**src/rtl/chr_sw_pkg.sv**
```systemverilog
package chr_sw_pkg;
  localparam int PPU_AW   = 14;
  localparam int TBL_BIT  = 13;
  localparam int HALF_BIT = 12;
  localparam int ROW_BIT  = 9;

  typedef struct packed {
    logic a12;
    logic ce;
  } chr_out_t;
endpackage

```
**src/rtl/chr_a13_edge.sv**
```systemverilog
module chr_a13_edge (
  input  logic clk,
  input  logic rst,
  input  logic tbl_bit,
  output logic tbl_q,
  output logic rise
);
  always_ff @(posedge clk) begin
    if (rst) tbl_q <= 1'b0;
    else     tbl_q <= tbl_bit;
  end

  assign rise = tbl_bit & ~tbl_q;
endmodule

```
**src/rtl/chr_row_latch.sv**
```systemverilog
module chr_row_latch (
  input  logic clk,
  input  logic rst,
  input  logic capture,
  input  logic row_bit,
  output logic row_lat
);
  always_ff @(posedge clk) begin
    if (rst)          row_lat <= 1'b0;
    else if (capture) row_lat <= row_bit;
  end
endmodule

```
**src/rtl/chr_out_stage.sv**
```systemverilog
module chr_out_stage
  import chr_sw_pkg::*;
(
  input  logic     clk,
  input  logic     rst,
  input  logic     tbl_bit,
  input  logic     half_bit,
  input  logic     row_lat,
  input  logic     auto_en,
  input  logic     access,
  output chr_out_t out_q
);
  chr_out_t out_d;

  always_comb begin
    out_d.a12 = (auto_en && !tbl_bit) ? row_lat : half_bit;
    out_d.ce  = access && !tbl_bit;
  end

  always_ff @(posedge clk) begin
    if (rst) out_q <= '0;
    else     out_q <= out_d;
  end
endmodule

```
**src/rtl/chr_half_switch.sv**
```systemverilog
module chr_half_switch
  import chr_sw_pkg::*;
#(
  parameter int AW = PPU_AW,
  parameter int TB = TBL_BIT,
  parameter int HB = HALF_BIT,
  parameter int RB = ROW_BIT
) (
  input  logic          clk,
  input  logic          rst,
  input  logic [AW-1:0] ppu_addr,
  input  logic          ppu_rd,
  input  logic          ppu_wr,
  input  logic          auto_en,
  output logic          chr_a12,
  output logic          chr_ce
);
  logic     tbl_q;
  logic     rise;
  logic     row_lat;
  chr_out_t out_q;

  chr_a13_edge u_edge (
    .clk     (clk),
    .rst     (rst),
    .tbl_bit (ppu_addr[TB]),
    .tbl_q   (tbl_q),
    .rise    (rise)
  );

  chr_row_latch u_latch (
    .clk     (clk),
    .rst     (rst),
    .capture (rise),
    .row_bit (ppu_addr[RB]),
    .row_lat (row_lat)
  );

  chr_out_stage u_out (
    .clk      (clk),
    .rst      (rst),
    .tbl_bit  (ppu_addr[TB]),
    .half_bit (ppu_addr[HB]),
    .row_lat  (row_lat),
    .auto_en  (auto_en),
    .access   (ppu_rd | ppu_wr),
    .out_q    (out_q)
  );

  assign chr_a12 = out_q.a12;
  assign chr_ce  = out_q.ce;
endmodule

```
**config.mk**
```make
export PLATFORM = sky130hd
export DESIGN_NAME = chr_half_switch
export DESIGN_NICKNAME = d
export VERILOG_FILES = /design/src/rtl/chr_sw_pkg.sv /design/src/rtl/chr_a13_edge.sv /design/src/rtl/chr_row_latch.sv /design/src/rtl/chr_out_stage.sv /design/src/rtl/chr_half_switch.sv
export SDC_FILE = /design/constraint.sdc
export NUM_CORES = 1
export LEC_CHECK = 0
export ABC_CLOCK_PERIOD_IN_PS = 1500
export BUFFER_PORTS_ARGS = -buffer_cell sky130_fd_sc_hd__buf_2
export CAP_MARGIN = 5
export CORE_AREA = 3 3 40 42
export CTS_BUF_LIST = sky130_fd_sc_hd__clkbuf_16
export CTS_CLUSTER_SIZE = 16
export DETAILED_ROUTE_END_ITERATION = 16
export DIE_AREA = 0 0 43 45
export HOLD_SLACK_MARGIN = 0.06
export REMOVE_ABC_BUFFERS = 1
export SYNTH_ARGS = -nofsm -noshare
export SYNTH_HDL_FRONTEND = slang
export SYNTH_HIERARCHICAL = 1
export SYNTH_SLANG_ARGS = --single-unit
```
**constraint.sdc**
```tcl
create_clock -name clk -period 1.5 [get_ports clk]
set_input_delay 0 -clock clk [delete_from_list [all_inputs] [get_ports clk]]
set_output_delay 0 -clock clk [all_outputs]
set_load 0.05 [all_outputs]
```
==> results.md <==
- Worst slew margin: 83.4%
- Worst-path maximum fanout: 5
- Synth warn: 6
- Final Skew: 0.0896 ps
- Max VDD drop: 0.689 mV
- ANT cells: 0
- Syn Inst Count: 14
- GR Layer Usage met3: 3.59%
- Routed WL: 375 um
- Util after Layout: 26.7%
- Cell Pwr Density: 1670 nW/um2
- Area growth from synthesis to layout: 109%
- Sum Neg Setup Slack: 0 ps
- Clk_lat worst skew: 220 ps
- Synth Area in Compound Gates: 3.05%
- Syn_area_per_cell: 11.7 um2
- Via density: 3.40
- Drt wl/cell: 8.33 um
- Antenna violations before repair: 0
- Post-DRT Antenna Nets: 0
- Clock root cell: clkbuf_16
- Synth Area in Simple Gates: 42.0%
- CTS Hold Buffers Added: 4
- Crit. End Element: register
- GR Overflow Total: 0
- Die Footprint: 1940 um2
- Rows: 13
- First-pass GRT wire length: 552 um
- DR iter-0 viols: 1
- Clock period minus worst slack: 929 ps
- TritonCTS clock tree: yes
- CP Launch Type: primary input
- Fin. Hold Viols: 0
- Final worst-path cycle share: 62.0%
- Core Footprint: 1280 um2
- Final Setup Violations: 0
- Max Slew Vio Count: 0
- Chip height: 45 um
- Total GRT Usage: 4.75%
- Most used routing layer in global routing: met4
- Worst Path Required: 1610 ps
- Hold crit path type: in2reg
- Post-Syn Area: 164 um2
- Vias in the first global route: 142
- Achievable frequency: 1080 MHz
- H-tree levels: 1
- DR DRC count: 0
- GR Util met2: 4.19%
- PortBufs: 9
- Clock Path Buffers: 2
- Die X-Extent: 43 um
- Mux cell area share after synthesis: 6.11%
- Worst slack at placement: 747 ps
- # resized after CTS: 0
- CP arrival: 1040 ps
- Worst-Margin Slew: 251 ps
- Clk slew on worst S/H paths: 30 ps
- Slack of the critical path: 571 ps
- Num CTS Buffers: 3
- Max Cap Viol: 0
- Pre-Repair DR Iteration Count: 4
- Met1 GRT Util: 5.30%
- Final nets: 51
- Post-Synth XOR/XNOR Area: 0%
- #FFs+latches synth: 4
- RSZ-0062 raised after global routing: no
- Postcts setup bufs: 0
- Crit path kind: in2reg
- Largest family of logic cells by synthesized area: simple AND/OR/NAND/NOR gates
- Synth cell types: 10
- Io pins: 21
- Pin count of the biggest net entering global routing: 6
- Via Count: 153
- Sequential share of the synthesized area: 48.9%
- Layout cells sized above 1: 46.7%
- P_leak: 0.157 nW
- Status: complete, no violations
- Starting Density: 12.8%
- CTS Sinks: 4
- Worst hold margin: 68.6 ps
- Synth Area in Adders: 0%
- Routability cong.: 0.635
[Yosys cell counts, drive strengths merged]
cell     n  area, um2
nor3b    1       7.51
nor2     1       3.75
nand4bb  1       11.3
or2      1       6.26
mux2i    1       10.0
o21ai    1       5.00
nor2b    3       33.8
nand2b   1       6.26
dfxtp    4       80.1
[metrics by stage]
step	cell area [um2]	std cells	power [W]
2_1_floorplan	164	14	0.000141
3_3_place_gp	228	38	0.000158
3_5_place_dp	228	38	0.000158
4_1_cts	343	45	0.000586
5_1_grt	343	45	0.000598
6_report	343	45	0.000573
[per-layer routing]
layer | share of wire, % | vias up | routed length [um]
met4 | 2.4 | 0 | 9
met5 | 0 | - | 0
met3 | 16 | 2 | 59
met1 | 47 | 59 | 178
li1 | - | 79 | -
met2 | 34 | 13 | 128
[report_power, final]
part	leakage [nW]	switching, W	internal [W]	total [W]
sequential	0.0331	0.00000242	0.000113	0.000116
combinational	0.0873	0.0000226	0.0000255	0.0000482
clock	0.0370	0.0000691	0.000340	0.000409
total	0.157	0.0000941	0.000479	0.000573
[cells by family after synthesis]
kind of cell / count (synthesis)
AOI/OAI and AO/OA: 1
DFF: 4
muxes: 1
and+or+nand+nor: 8
[area by class of cell]
cell class,instances,area (um2)
Sequential cell,4,80.1
Timing Repair Buffer,13,85.1
Fill cell,133,942
Clock buffer,3,75.1
Tap cell,15,18.8
Multi-Input combinational cell,10,83.8
[cell usage in the layout, fill, tap and decap left out]
master / n
buf_2: 9
dlygate4sd3_1: 4
dfxtp_1: 4
clkbuf_16: 3
nor2b_4: 2
or2_1: 1
mux2i_1: 1
nor2_1: 1
nor2b_1: 1
nand2b_1: 1
nand4bb_1: 1
o21ai_1: 1
nor3b_1: 1
[worst paths after layout]
path	slack [ps]	cells past startpoint	end	from
hold / removal	70	3	u_out/out_q[1]$_SDFF_PP0_	auto_en
setup reg to reg	740	3	u_latch/row_lat$_SDFFE_PP0P_	u_edge/tbl_q$_SDFF_PP0_
setup / recovery	570	5	u_latch/row_lat$_SDFFE_PP0P_	ppu_addr[13]
hold reg to reg	490	2	u_out/out_q[1]$_SDFF_PP0_	u_latch/row_lat$_SDFFE_PP0P_
[flip-flops by register name, indices dropped and copies added, names as in the netlist]
register         count
u_edge/tbl_q         1
u_latch/row_lat      1
u_out/out_q          2
[worst max-delay path, stage by stage]
cell	delay (ps)
dlygate4sd3_1	510
buf_2	140
nor2b_4	150
mux2i_1	180
nor2_1	50
Note: power is estimated with default switching activity, not from simulation.
